--- src/rtl/bsmax_pkg.sv ---
package bsmax_pkg;

    typedef enum logic [1:0] {
        PH_IDLE = 2'd0,
        PH_SCAN = 2'd1,
        PH_DONE = 2'd2
    } phase_e;

    function automatic int unsigned idx_width(input int unsigned n);
        return (n <= 1) ? 1 : $clog2(n);
    endfunction

    function automatic int unsigned cnt_width(input int unsigned k);
        return (k <= 1) ? 1 : $clog2(k);
    endfunction

endpackage

--- src/rtl/bsmax_seq.sv ---
module bsmax_seq
    import bsmax_pkg::*;
#(
    parameter int unsigned WORD_BITS = 8
) (
    input  logic clk,
    input  logic rst,
    input  logic start_i,
    output logic load_o,
    output logic step_o,
    output logic done_o
);
    localparam int unsigned CW = cnt_width(WORD_BITS);
    localparam logic [CW-1:0] LAST = CW'(WORD_BITS - 1);

    phase_e        phase_q;
    logic [CW-1:0] cnt_q;

    assign load_o = start_i & ~rst;
    assign step_o = (phase_q == PH_SCAN) & ~start_i & ~rst;
    assign done_o = (phase_q == PH_DONE);

    always_ff @(posedge clk) begin
        if (rst) begin
            phase_q <= PH_IDLE;
            cnt_q   <= '0;
        end else if (start_i) begin
            phase_q <= PH_SCAN;
            cnt_q   <= '0;
        end else if (phase_q == PH_SCAN) begin
            if (cnt_q == LAST) begin
                phase_q <= PH_DONE;
                cnt_q   <= '0;
            end else begin
                cnt_q <= cnt_q + CW'(1);
            end
        end
    end

    // done may only appear straight out of a scan
    p_done_from_scan_r5: assert property (@(posedge clk) disable iff (rst)
        $rose(done_o) |-> $past(phase_q == PH_SCAN && cnt_q == LAST));

    // a start always yields a scan with no result
    p_start_wins_r9: assert property (@(posedge clk) disable iff (rst)
        start_i |=> (phase_q == PH_SCAN) && !done_o);

endmodule

--- src/rtl/bsmax_cand_array.sv ---
module bsmax_cand_array #(
    parameter int unsigned NUM_STREAMS = 16
) (
    input  logic                   clk,
    input  logic                   rst,
    input  logic                   load_i,
    input  logic                   step_i,
    input  logic [NUM_STREAMS-1:0] bits_i,
    output logic [NUM_STREAMS-1:0] cand_o
);
    logic [NUM_STREAMS-1:0] cand_q;
    logic [NUM_STREAMS-1:0] live_hot;
    logic                   any_hot;

    assign live_hot = cand_q & bits_i;
    assign any_hot  = |live_hot;

    for (genvar g = 0; g < NUM_STREAMS; g++) begin : g_flag
        always_ff @(posedge clk) begin
            if (rst || load_i) begin
                cand_q[g] <= 1'b1;
            end else if (step_i) begin
                cand_q[g] <= cand_q[g] & (bits_i[g] | ~any_hot);
            end
        end
    end

    assign cand_o = cand_q;

    // a survivor showing a 1 is never dropped
    p_keep_hot_r3: assert property (@(posedge clk) disable iff (rst)
        (step_i && !load_i) |=> (($past(live_hot) & ~cand_q) == '0));

    // with some survivor hot, exactly the hot survivors remain
    p_drop_cold_r4: assert property (@(posedge clk) disable iff (rst)
        (step_i && any_hot) |=> (cand_q == $past(live_hot)));

    // with no survivor hot, nothing changes
    p_no_hot_hold_r4: assert property (@(posedge clk) disable iff (rst)
        (step_i && !any_hot) |=> $stable(cand_q));

    // start sets every flag
    p_load_all_r2: assert property (@(posedge clk) disable iff (rst)
        load_i |=> (&cand_q));

endmodule

--- src/rtl/bsmax_lowest_enc.sv ---
module bsmax_lowest_enc #(
    parameter int unsigned NUM_STREAMS = 16,
    parameter int unsigned IDX_W       = 4
) (
    input  logic [NUM_STREAMS-1:0] req_i,
    output logic [IDX_W-1:0]       idx_o,
    output logic                   any_o
);
    always_comb begin
        idx_o = '0;
        for (int i = NUM_STREAMS - 1; i >= 0; i--) begin
            if (req_i[i]) idx_o = IDX_W'(i);
        end
    end

    assign any_o = |req_i;

endmodule

--- src/rtl/bsmax_select.sv ---
module bsmax_select
    import bsmax_pkg::*;
#(
    parameter int unsigned NUM_STREAMS = 16,
    parameter int unsigned WORD_BITS   = 8,
    localparam int unsigned IDX_W      = idx_width(NUM_STREAMS)
) (
    input  logic                   clk,
    input  logic                   rst,
    input  logic                   start_i,
    input  logic [NUM_STREAMS-1:0] bits_i,
    output logic [NUM_STREAMS-1:0] cand_o,
    output logic [IDX_W-1:0]       win_idx_o,
    output logic                   win_valid_o,
    output logic                   done_o
);
    localparam logic [NUM_STREAMS-1:0] ONE = NUM_STREAMS'(1);

    logic load, step, any_cand;

    bsmax_seq #(.WORD_BITS(WORD_BITS)) u_seq (
        .clk     (clk),
        .rst     (rst),
        .start_i (start_i),
        .load_o  (load),
        .step_o  (step),
        .done_o  (done_o)
    );

    bsmax_cand_array #(.NUM_STREAMS(NUM_STREAMS)) u_cand (
        .clk    (clk),
        .rst    (rst),
        .load_i (load),
        .step_i (step),
        .bits_i (bits_i),
        .cand_o (cand_o)
    );

    bsmax_lowest_enc #(.NUM_STREAMS(NUM_STREAMS), .IDX_W(IDX_W)) u_enc (
        .req_i (cand_o),
        .idx_o (win_idx_o),
        .any_o (any_cand)
    );

    assign win_valid_o = done_o & any_cand;

    // reported index is set and nothing below it is
    p_lowest_idx_r8: assert property (@(posedge clk) disable iff (rst)
        win_valid_o |-> (cand_o[win_idx_o] &&
                         ((cand_o & ((ONE << win_idx_o) - ONE)) == '0)));

    // result holds until a new start
    p_hold_result_r6: assert property (@(posedge clk) disable iff (rst)
        (done_o && !start_i) |=> (done_o && $stable(cand_o)));

    // the survivor set is never empty
    p_never_empty_r7: assert property (@(posedge clk) disable iff (rst)
        any_cand);

    // reset brings the block to idle
    p_reset_idle_r1: assert property (@(posedge clk)
        rst |=> (!done_o && (&cand_o)));

endmodule

--- config.mk ---
export PLATFORM = sky130hd
export DESIGN_NAME = bsmax_select
export DESIGN_NICKNAME = d
export VERILOG_FILES = /design/src/rtl/bsmax_pkg.sv /design/src/rtl/bsmax_seq.sv /design/src/rtl/bsmax_cand_array.sv /design/src/rtl/bsmax_lowest_enc.sv /design/src/rtl/bsmax_select.sv
export SDC_FILE = /design/constraint.sdc
export NUM_CORES = 1
export LEC_CHECK = 0
export ABC_AREA = 1
export BUFFER_PORTS_ARGS = -buffer_cell sky130_fd_sc_hd__buf_2
export CAP_MARGIN = 20
export CELL_PAD_IN_SITES_DETAIL_PLACEMENT = 1
export CELL_PAD_IN_SITES_GLOBAL_PLACEMENT = 1
export CORE_AREA = 3 3 65 67
export DETAILED_ROUTE_END_ITERATION = 7
export DIE_AREA = 0 0 68 70
export GPL_TIMING_DRIVEN = 1
export HOLD_SLACK_MARGIN = 0.12
export PLACE_DENSITY = 0.68
export RECOVER_POWER = 25
export SLEW_MARGIN = 20
export SYNTH_ARGS = -nofsm -noshare
export SYNTH_HDL_FRONTEND = slang
export SYNTH_SLANG_ARGS = --single-unit
--- constraint.sdc ---
create_clock -name clk -period 1.3 [get_ports clk]
set_input_delay 0.26 -clock clk [delete_from_list [all_inputs] [get_ports clk]]
set_output_delay 0.26 -clock clk [all_outputs]
set_load 0.1 [all_outputs]
==> results of run 1 <==
-- worst max-delay path by stage --
stage | to | slack (ps) | cells past startpoint | startpoint
after global routing | win_idx_o[0] | -990 | 16 | u_cand.cand_o[14]$_SDFFE_PP1P_
after global placement | u_cand.cand_o[2]$_SDFFE_PP1P_ | -380 | 6 | bits_i[5]
after CTS | win_idx_o[0] | -680 | 16 | u_cand.cand_o[14]$_SDFFE_PP1P_
final | win_idx_o[0] | -870 | 16 | u_cand.cand_o[14]$_SDFFE_PP1P_
after detailed placement | u_cand.cand_o[9]$_SDFFE_PP1P_ | -490 | 6 | u_cand.cand_o[14]$_SDFFE_PP1P_
after floorplan | win_idx_o[1] | -860 | 8 | u_cand.cand_o[15]$_SDFFE_PP1P_
-- area by class of cell --
cell class,instances,area share (%)
Clock buffer,3,1.72
Tap cell,48,2.51
Inverter,20,3.66
Clock inverter,1,0.209
Sequential cell,21,20.2
Timing Repair Buffer,97,41.1
Multi-Input combinational cell,104,30.6
-- power groups by stage --
stage	Sequential (mW)	Clock (mW)	Combinational, mW
after floorplan	0.681	0	0.0729
after global placement	0.646	0	0.195
after detailed placement	0.647	0	0.205
after CTS	0.634	0.454	0.220
after global routing	0.638	0.483	0.268
final	0.637	0.454	0.254
-- metal layers --
metal	part of all wire [%]	track usage, %
met1	39	24.4
met2	52	42.1
met3	4.1	4.18
met4	4.5	10.6
met5	0	0
-- logic make-up after synthesis --
family / Yosys count
AND/OR/NAND/NOR: 76
buffers and inverters: 23
adder cells (fa/ha/maj): 2
AO/OA/AOI/OAI: 26
flip-flops: 21
-- registers in the layout (all words and copies together), names as in the netlist --
register / count
u_cand.cand_o: 16
u_seq.phase_q: 2
u_seq.cnt_q: 3
-- placed cells by master (no fill, tap or decap), types with 5 or more instances in the layout --
cell type and count:
inv_4 5, nand2_1 31, inv_1 11, buf_2 18, nor2_1 9, buf_6 17, buf_4 43, buf_12 19
o21bai_1 15, nand4_1 5, dfxtp_4 16, nand2_2 14
-- timing repair --
item / in CTS / in global routing
endpoints found under the hold margin: 0 / 0
endpoints found under the setup margin: 22 / 28
pin swaps: 21 / 21
cloned: 0 / 1
resized for setup: 34 / 22
setup buffers: 11 / 11
==> results.py, run 1 <==
metrics = {
    "status": {
        "status": "complete, but fails checks",
        "violations": "setup timing",
    },
    "placement": {
        "placed_cells": 269,
        "port_buffers": 40,
        "hpwlAfterDp_mm": 3.25,
        "detailedPlace.worstSlack_ps": -491,
        "place_area_mm2": 0.00202,
        "gp_congestion": 0.757,
    },
    "cts": {
        "cts.htree.levels": 1,
        "cts_made_buffers": 3,
        "clockBufferDepth": 2,
        "clock-sinks": 21,
        "cts_hold_buf": 0,
        "cts_tree": "done",
        "clk_latency_ps": 270,
        "clkSlewWorstSetupHoldPaths_ps": 80,
        "cts_root_buf": "clkbuf_8",
    },
    "layout": {
        "multi_input_area_um2": 733,
        "layout-drive-gt1-share_pct": 66.3,
        "final_core_util_pct": 64.9,
        "n_fill_cell": 428,
        "area_growth_pct": 128,
        "stdcell_area_mm2": 0.00239,
        "nets": 268,
        "final_cells": 294,
        "seqCellArea_um2": 483,
        "diodes": 0,
    },
    "logic_synthesis": {
        "synthTopCellsByCount": "nand2_1 (48), dfxtp_1 (21), inv_1 (20)",
        "netlist_area_mm2": 0.00105,
        "synthFlopType": "dfxtp_1",
        "synth_most_common_cell": "nand2_1",
        "synthArstFlopShare_pct": 0,
        "ys_ff_latch": 21,
        "synthTopCellsByArea": "dfxtp_1 (40%), nand2_1 (17%), o21bai_1 (11%)",
        "ys_types": 19,
        "synthAdderAreaFrac_pct": 2.39,
        "syn_area_per_cell_um2": 7.08,
        "synth_top_family_by_area": "simple AND/OR/NAND/NOR gates",
        "synth_compound_area_share_pct": 17.2,
        "synth_xor_xnor_area_share_pct": 0,
        "yosys.area_share.simple_pct": 31.1,
        "syn_nets": 169,
        "netlist_instances": 148,
        "ys_seq_area_share_pct": 40.1,
        "synth-edff-count": 0,
        "yosys_warnings": 0,
        "synth_top_area_share_pct": 40.1,
        "yosys.area.top_type": "dfxtp_1",
        "synthMuxAreaShare_pct": 0,
    },
    "timing": {
        "setup_ws_ps": -875,
        "fmax_ghz": 0.460,
        "rsz0062_at_grt": "yes",
        "tns_ps": -8950,
        "hold_viol": 0,
        "setup_viol": 24,
        "finalMaxSlewViolations": 0,
        "min_period_ps": 2170,
        "maxSlewHeadroom_pct": 79.1,
        "worstMarginPinSlew_ps": 311,
        "finalCritPeriodShare_pct": 167,
        "worst_clock_skew_ps": 1.97,
        "finalHoldWorstSlack_ps": 157,
    },
    "pwr": {
        "p_seq_share_pct": 47.4,
        "p_clk_share_pct": 33.7,
        "switching_share_pct": 29.8,
        "total_power_mw": 1.34,
        "switchingPower_mw": 0.401,
        "p_comb_share_pct": 18.9,
        "leakagePower_nw": 1.28,
        "p_int_mw": 0.943,
        "ir_worst_vdd_uv": 660,
        "power_density_mw_per_mm2": 561,
    },
    "global_routing": {
        "overflow": 0,
        "grt_usage_pct": 23.0,
        "grt_pass1_vias": 1611,
        "grt_max_degree": 20,
        "grt_pass1_wl_mm": 8.07,
        "antenna_found_initial": 0,
    },
    "floorplanning": {
        "die-area_mm2": 0.00476,
        "rows": 22,
        "die_x_um": 68,
        "ios": 41,
        "start_util_pct": 28.4,
        "coreArea_mm2": 0.00369,
        "dieHeight_um": 70,
    },
    "detailed_routing": {
        "vias": 1468,
        "final_antenna_net_count": 0,
        "finalWirelength_mm": 6.26,
        "post_drt_via_cell_ratio": 4.99,
        "wl_per_cell_um": 21.3,
        "drc": 0,
        "drt_iter0_drc": 58,
        "drtPass1Iterations": 4,
    },
    "critical_path": {
        "path_class": "register to primary output",
        "r2r_start": "u_cand.cand_o[15]$_SDFFE_PP1P_",
        "critPathMostFrequentCell": "nand2_2",
        "max_stage_delay_ps": 360,
        "critPathLaunchType": "register",
        "endpoint_kind": "primary output",
        "critPathSlowestCell": "dfxtp_4",
        "crit_family": "simple AND/OR/NAND/NOR gates",
        "reg2regPathDepth": 8,
        "cp.required_ps": 1040,
        "cp_cell_sequence": "inv_4, nand2_2, nand2_2, nand2_2, nand2_2, nand2_2, nand2_2, nand2_1, nand2_1, nand2_1, nand2_1, nand2_1, nand2_1, nand2_2, a21oi_4, buf_12",
        "worst-path-buf-inv": 2,
        "timing.rr.end": "u_cand.cand_o[13]$_SDFFE_PP1P_",
        "cp_max_fo": 2,
        "r2r_setup_slack_ps": -380,
        "cp.arrival_ps": 1910,
    },
    "min_path": {
        "hold_class": "primary input to register",
        "hp-start": "rst",
        "whs_endpoint": "u_seq.phase_q[0]$_SDFFE_PP0P_",
        "hold_depth": 2,
    },
    "flow_run": {
        "drv_cap": 0,
    },
}
Power figures use the tool's default switching activity.
==> inputs of run 2 (changes only) <==
--- a/config.mk
+++ b/config.mk
@@ -10,14 +10,16 @@
 export CAP_MARGIN = 20
 export CELL_PAD_IN_SITES_DETAIL_PLACEMENT = 1
 export CELL_PAD_IN_SITES_GLOBAL_PLACEMENT = 1
-export CORE_AREA = 3 3 65 67
+export CORE_AREA = 3 3 69 71
 export DETAILED_ROUTE_END_ITERATION = 7
-export DIE_AREA = 0 0 68 70
+export DIE_AREA = 0 0 72 74
 export GPL_TIMING_DRIVEN = 1
 export HOLD_SLACK_MARGIN = 0.12
-export PLACE_DENSITY = 0.68
+export PLACE_DENSITY = 0.7
 export RECOVER_POWER = 25
+export SKIP_LAST_GASP = 1
 export SLEW_MARGIN = 20
 export SYNTH_ARGS = -nofsm -noshare
 export SYNTH_HDL_FRONTEND = slang
+export SYNTH_HIERARCHICAL = 1
 export SYNTH_SLANG_ARGS = --single-unit
==> constraint.sdc (replaced) <==
create_clock -name clk -period 1.3 [get_ports clk]
set_input_delay 0.13 -clock clk [delete_from_list [all_inputs] [get_ports clk]]
set_output_delay 0.13 -clock clk [all_outputs]
set_load 0.1 [all_outputs]
==> run 2 against run 1 <==
Compared with the run above: the run still ends with setup timing left; cell count rose by 17%; combinational power increased by 52%; routed wire length down 21%; count of clock-buffer cells in the layout is 1 higher; global-route usage down 3.6 points; sequential cell count stayed put; hold slack got worse by 2.4 ps; register-to-register slack improved by 100 ps; highest routed layer unchanged.
==> results.py, run 2 <==
metrics = {
    "detailed_routing": {
        "post_drt_via_cell_ratio": 4.69,
        "routed-wl-met2_mm": 2.71,
        "drc": 0,
        "drt_iter0_drc": 43,
        "topRoutingLayerUsed": "met4",
        "vias": 1614,
        "wl_met1_mm": 1.91,
        "wl_per_cell_um": 14.3,
        "met3WireLength_um": 176,
        "drtPass1Iterations": 4,
        "finalWirelength_mm": 4.93,
        "final_antenna_net_count": 0,
    },
    "critical_path": {
        "critPathLaunchType": "register",
        "cp.arrival_ps": 1710,
        "cp.required_ps": 1170,
        "path_class": "register to primary output",
        "cp_max_fo": 2,
        "r2r_start": "u_cand/cand_o[15]$_SDFFE_PP1P_",
        "endpoint_kind": "primary output",
        "critPathLaunch": "u_cand/cand_o[15]$_SDFFE_PP1P_",
    },
    "layout": {
        "area_growth_pct": 94.7,
        "diodes": 0,
        "final_core_util_pct": 56.7,
        "nets": 315,
        "stdcell_area_mm2": 0.00243,
        "n_fill_cell": 534,
        "layout_commonest_cell": "nand2_1",
        "layout-drive-gt1-share_pct": 58.2,
        "largest_reg_flops": 16,
        "final_cell_mix": "nand2_1 (73), buf_4 (37), nor2_1 (23)",
    },
    "logic_synthesis": {
        "yosys.area.top_type": "dfxtp_1",
        "synth_most_common_cell": "nand2_1",
        "syn_area_per_cell_um2": 6.01,
        "netlist_area_mm2": 0.00125,
        "synth_top_area_share_pct": 33.6,
        "ys_seq_area_share_pct": 33.6,
        "ys_ff_latch": 21,
        "synthTopCellsByArea": "dfxtp_1 (34%), nand2_1 (24%), nor2_1 (9.6%)",
        "synthFlopType": "dfxtp_1",
        "yosys_warnings": 6,
        "syn_nets": 230,
        "ys_types": 22,
        "synthTopCellsByCount": "nand2_1 (80), nor2_1 (32), dfxtp_1 (21)",
        "synthArstFlopShare_pct": 0,
        "synth-edff-count": 0,
        "netlist_instances": 208,
    },
    "pwr": {
        "total_power_mw": 1.48,
        "leakagePower_nw": 1.23,
        "p_seq_share_pct": 44.6,
        "p_clk_share_pct": 29.4,
        "p_int_mw": 0.999,
        "p_comb_share_pct": 26.1,
        "ir_worst_vdd_uv": 589,
        "switching_share_pct": 32.3,
        "power_density_mw_per_mm2": 607,
        "switchingPower_mw": 0.477,
    },
    "global_routing": {
        "grt_pass1_vias": 1733,
        "grt_pass1_wl_mm": 8.07,
        "overflow": 0,
        "grt_max_degree": 17,
        "antenna_found_initial": 0,
        "grt_usage_pct": 19.4,
    },
    "floorplanning": {
        "coreArea_mm2": 0.00429,
        "die_x_um": 72,
        "ios": 41,
        "start_util_pct": 29.1,
        "dieHeight_um": 74,
        "rows": 24,
        "die-area_mm2": 0.00533,
    },
    "timing": {
        "tns_ps": -5250,
        "worst_clock_skew_ps": 3.65,
        "worstMarginPinSlew_ps": 482,
        "finalCritPeriodShare_pct": 142,
        "rsz0062_at_grt": "yes",
        "maxSlewHeadroom_pct": 68.1,
        "fmax_ghz": 0.543,
        "setup_viol": 22,
        "finalMaxSlewViolations": 0,
        "min_period_ps": 1840,
        "setup_ws_ps": -541,
        "hold_viol": 0,
    },
    "cts": {
        "clock-sinks": 21,
        "clk_latency_ps": 260,
        "cts.htree.levels": 1,
        "clockBufferDepth": 2,
        "cts_root_buf": "clkbuf_8",
        "clkSlewWorstSetupHoldPaths_ps": 70,
        "cts_tree": "done",
        "cts_made_buffers": 3,
    },
    "min_path": {
        "hold_class": "primary input to register",
        "hp-start": "bits_i[11]",
    },
    "placement": {
        "gp_congestion": 0.761,
        "port_buffers": 40,
        "place_area_mm2": 0.00217,
        "hpwlAfterDp_mm": 3.25,
    },
    "status": {
        "status": "complete, but fails checks",
        "violations": "setup timing",
    },
    "flow_run": {
        "drv_cap": 0,
    },
}
## run 2: cell families after synthesis
family	after synthesis	synth area share, %
and+or+nand+nor	131	42.6
buffers and inverters	30	10.3
AOI/OAI and AO/OA	23	10.4
DFF	21	33.6
adders and majority gates	3	3.00
## run 2: repair_timing
| item | CTS | global route |
|---|---|---|
| buffers inserted | 1 | 2 |
| gates resized for setup | 36 | 26 |
| hold buffers | 1 | 0 |
| setup endpoints to repair | 21 | 21 |
| gates cloned | 2 | 0 |
| hold endpoints to repair | 1 | 0 |
| pin swaps | 14 | 12 |
## run 2: stage by stage
step	std cells	hold WS [ps]	setup slack, ps
5_1_grt	344	166	-703
3_5_place_dp	334	405	-302
4_1_cts	342	125	-539
2_1_floorplan	208	216	-676
6_report	344	154	-541
3_3_place_gp	334	388	-295
## run 2: routing by layer
metal / vias to the layer above / track usage, %
met3: 10 / 2.43
met4: 0 / 6.68
li1: 811 / -
met5: - / 0
met1: 755 / 21.6
met2: 38 / 38.0
## run 2: area by class of cell
class / instances / area, µm² / share of cell area [%]
flip-flops and latches: 21 / 482 / 19.8
clock buffers: 4 / 45.0 / 1.85
well taps: 52 / 65.1 / 2.67
repair buffers: 83 / 813 / 33.4
multi-input cells: 158 / 927 / 38.1
inverters: 26 / 101 / 4.16
## run 2: worst paths after layout
| kind | endpoint | depth (start not counted) | slack, ps |
|---|---|---|---|
| hold / removal | u_cand/cand_o[11]$_SDFFE_PP1P_ | 5 | 150 |
| setup reg to reg | u_cand/cand_o[12]$_SDFFE_PP1P_ | 11 | -280 |
| hold reg to reg | u_cand/cand_o[0]$_SDFFE_PP1P_ | 2 | 490 |
| setup / recovery | win_idx_o[0] | 16 | -540 |
## run 2: worst max-delay path, stage by stage, from the launching register on
cell	delay (ps)
dfxtp_4	360
buf_6	100
nand2_4	40
nand2_2	40
nand2_1	50
nand2_1	50
nand2_1	50
nand2_1	60
nand2_1	50
nand2_1	50
nand2_1	50
nand2_1	50
nand2_1	50
nand2_1	60
nand2_2	60
a21oi_4	140
buf_12	180
## run 2: power groups by stage
stage	combinational, mW	sequential (mW)	clock (mW)
3_5_place_dp	0.360	0.670	0
5_1_grt	0.417	0.662	0.490
2_1_floorplan	0.112	0.760	0
6_report	0.385	0.658	0.433
3_3_place_gp	0.352	0.669	0
4_1_cts	0.377	0.656	0.468
==> inputs of run 3 (changes only) <==
--- a/config.mk
+++ b/config.mk
@@ -15,6 +15,7 @@
 export DIE_AREA = 0 0 72 74
 export GPL_TIMING_DRIVEN = 1
 export HOLD_SLACK_MARGIN = 0.12
+export MAX_ROUTING_LAYER = met4
 export PLACE_DENSITY = 0.7
 export RECOVER_POWER = 25
 export SKIP_LAST_GASP = 1
==> run 3 against run 2 <==
Compared with the run above: total power rose by 0.26%; highest routed layer unchanged; maximum frequency barely moved; non-clock buffer count did not move; register-to-register slack barely moved; worst setup slack got worse by 0.62 ps; first-iteration DRC count fell by 16%; routed wire length barely moved; the flow still finishes with violations (setup timing); count of clock-buffer cells in the layout did not move; cell count did not move.
==> results.py, run 3 (synthesized netlist as in run 2, its figures left out) <==
metrics = {
    "layout": {
        "layout-drive-gt1-share_pct": 58.2,
        "layout_commonest_cell": "nand2_1",
        "final_core_util_pct": 56.7,
        "final_cell_mix": "nand2_1 (73), buf_4 (37), nor2_1 (23)",
        "area_growth_pct": 94.7,
        "largest_reg_flops": 16,
        "nets": 315,
        "diodes": 0,
    },
    "cts": {
        "cts_tree": "done",
        "cts_root_buf": "clkbuf_8",
        "clkSlewWorstSetupHoldPaths_ps": 70,
        "cts.htree.levels": 1,
        "cts_made_buffers": 3,
        "clk_latency_ps": 260,
        "clock-sinks": 21,
        "clockBufferDepth": 2,
    },
    "floorplanning": {
        "die_x_um": 72,
        "coreArea_mm2": 0.00429,
        "rows": 24,
        "die-area_mm2": 0.00533,
        "start_util_pct": 29.1,
        "dieHeight_um": 74,
        "ios": 41,
    },
    "flow_run": {
        "drv_cap": 0,
    },
    "global_routing": {
        "antenna_found_initial": 0,
        "grt_pass1_wl_mm": 8.05,
        "grt_usage_pct": 20.0,
        "grt_pass1_vias": 1736,
        "overflow": 0,
        "grt_max_degree": 17,
    },
    "critical_path": {
        "max_stage_delay_ps": 360,
        "cp_max_fo": 2,
        "r2r_start": "u_cand/cand_o[15]$_SDFFE_PP1P_",
        "critPathSlowestCell": "dfxtp_4",
        "r2r_setup_slack_ps": -280,
        "timing.rr.end": "u_cand/cand_o[12]$_SDFFE_PP1P_",
        "crit_family": "simple AND/OR/NAND/NOR gates",
        "critPathLaunchType": "register",
        "reg2regPathDepth": 11,
        "cp.arrival_ps": 1710,
        "endpoint_kind": "primary output",
        "critPathMostFrequentCell": "nand2_1",
        "cp_cell_sequence": "buf_6, nand2_4, nand2_2, nand2_1, nand2_1, nand2_1, nand2_1, nand2_1, nand2_1, nand2_1, nand2_1, nand2_1, nand2_1, nand2_2, a21oi_4, buf_12",
        "path_class": "register to primary output",
        "cp.required_ps": 1170,
        "worst-path-buf-inv": 2,
    },
    "timing": {
        "worstMarginPinSlew_ps": 482,
        "maxSlewHeadroom_pct": 68.1,
        "setup_ws_ps": -542,
        "fmax_ghz": 0.543,
        "worst_clock_skew_ps": 5.48,
        "rsz0062_at_grt": "yes",
        "finalCritPeriodShare_pct": 142,
        "finalMaxSlewViolations": 0,
        "min_period_ps": 1840,
        "hold_viol": 0,
        "tns_ps": -5270,
        "setup_viol": 22,
    },
    "pwr": {
        "total_power_mw": 1.48,
        "leakagePower_nw": 1.23,
        "power_density_mw_per_mm2": 608,
        "ir_worst_vdd_uv": 593,
    },
    "placement": {
        "gp_congestion": 0.771,
        "hpwlAfterDp_mm": 3.25,
        "port_buffers": 40,
    },
    "min_path": {
        "hold_depth": 5,
        "hp-start": "bits_i[11]",
        "hold_class": "primary input to register",
        "whs_endpoint": "u_cand/cand_o[11]$_SDFFE_PP1P_",
    },
    "status": {
        "status": "complete, but fails checks",
        "violations": "setup timing",
    },
    "detailed_routing": {
        "drtPass1Iterations": 4,
        "post_drt_via_cell_ratio": 4.70,
        "finalWirelength_mm": 4.93,
        "wl_per_cell_um": 14.3,
        "drc": 0,
        "final_antenna_net_count": 0,
        "vias": 1617,
        "drt_iter0_drc": 36,
    },
}
==> run 3: worst min-delay path, cell delays in order <==
cell	delay (ps)
buf_2	90
nor2_1	50
o21ai_2	40
nand2_1	40
nand2_1	40
==> run 3: how the worst max path moves through the flow <==
stage / start / to / slack [ps] / depth (start not counted)
floorplan: u_cand/cand_o[15]$_SDFFE_PP1P_ / win_idx_o[1] / -680 / 7
global placement: u_cand/cand_o[15]$_SDFFE_PP1P_ / win_valid_o / -290 / 6
detailed placement: u_cand/cand_o[15]$_SDFFE_PP1P_ / win_idx_o[0] / -300 / 16
CTS: u_cand/cand_o[15]$_SDFFE_PP1P_ / win_idx_o[0] / -540 / 16
global route: u_cand/cand_o[15]$_SDFFE_PP1P_ / win_idx_o[0] / -700 / 16
finish: u_cand/cand_o[15]$_SDFFE_PP1P_ / win_idx_o[0] / -540 / 16
==> run 3: final cells by class <==
type,instances,area (µm²)
timing repair buffer,83,813
tap,52,65.1
sequential,21,482
clock buffer,4,45.0
inverter,26,101
fill,534,1860
multi-input combinational,158,927
==> run 3: routing by layer <==
layer  global-route usage (%)  share of wire (%)  up-vias
met2                     38.0                 55       34
met3                     2.30                3.4       12
met1                     21.6                 39      760
met4                     6.68                2.5        0
met5                        -                  0        -
li1                         -                  -      811
==> run 3: per-stage QoR <==
stage	std cells	worst slack [ps]	hold slack (ps)	cell area [µm²]
6_report	344	-542	154	2430
5_1_grt	344	-703	166	2430
4_1_cts	342	-539	125	2380
3_5_place_dp	334	-302	405	2170
3_3_place_gp	334	-295	388	2170
2_1_floorplan	208	-676	216	1370
==> run 3: power by group <==
| group | switching (mW) | internal (mW) | leakage, nW |
|---|---|---|---|
| sequential | 0.0200 | 0.638 | 0.170 |
| clock | 0.218 | 0.219 | 0.0228 |
| combinational | 0.243 | 0.143 | 1.04 |
==> run 3: what timing repair did <==
action / in CTS / in global routing
hold endpoints to repair: 1 / 0
setup buffers: 1 / 2
hold buffers: 1 / 0
setup endpoints to repair: 21 / 21
cloned: 2 / 0
pin swaps: 14 / 12
gates resized for setup: 36 / 26
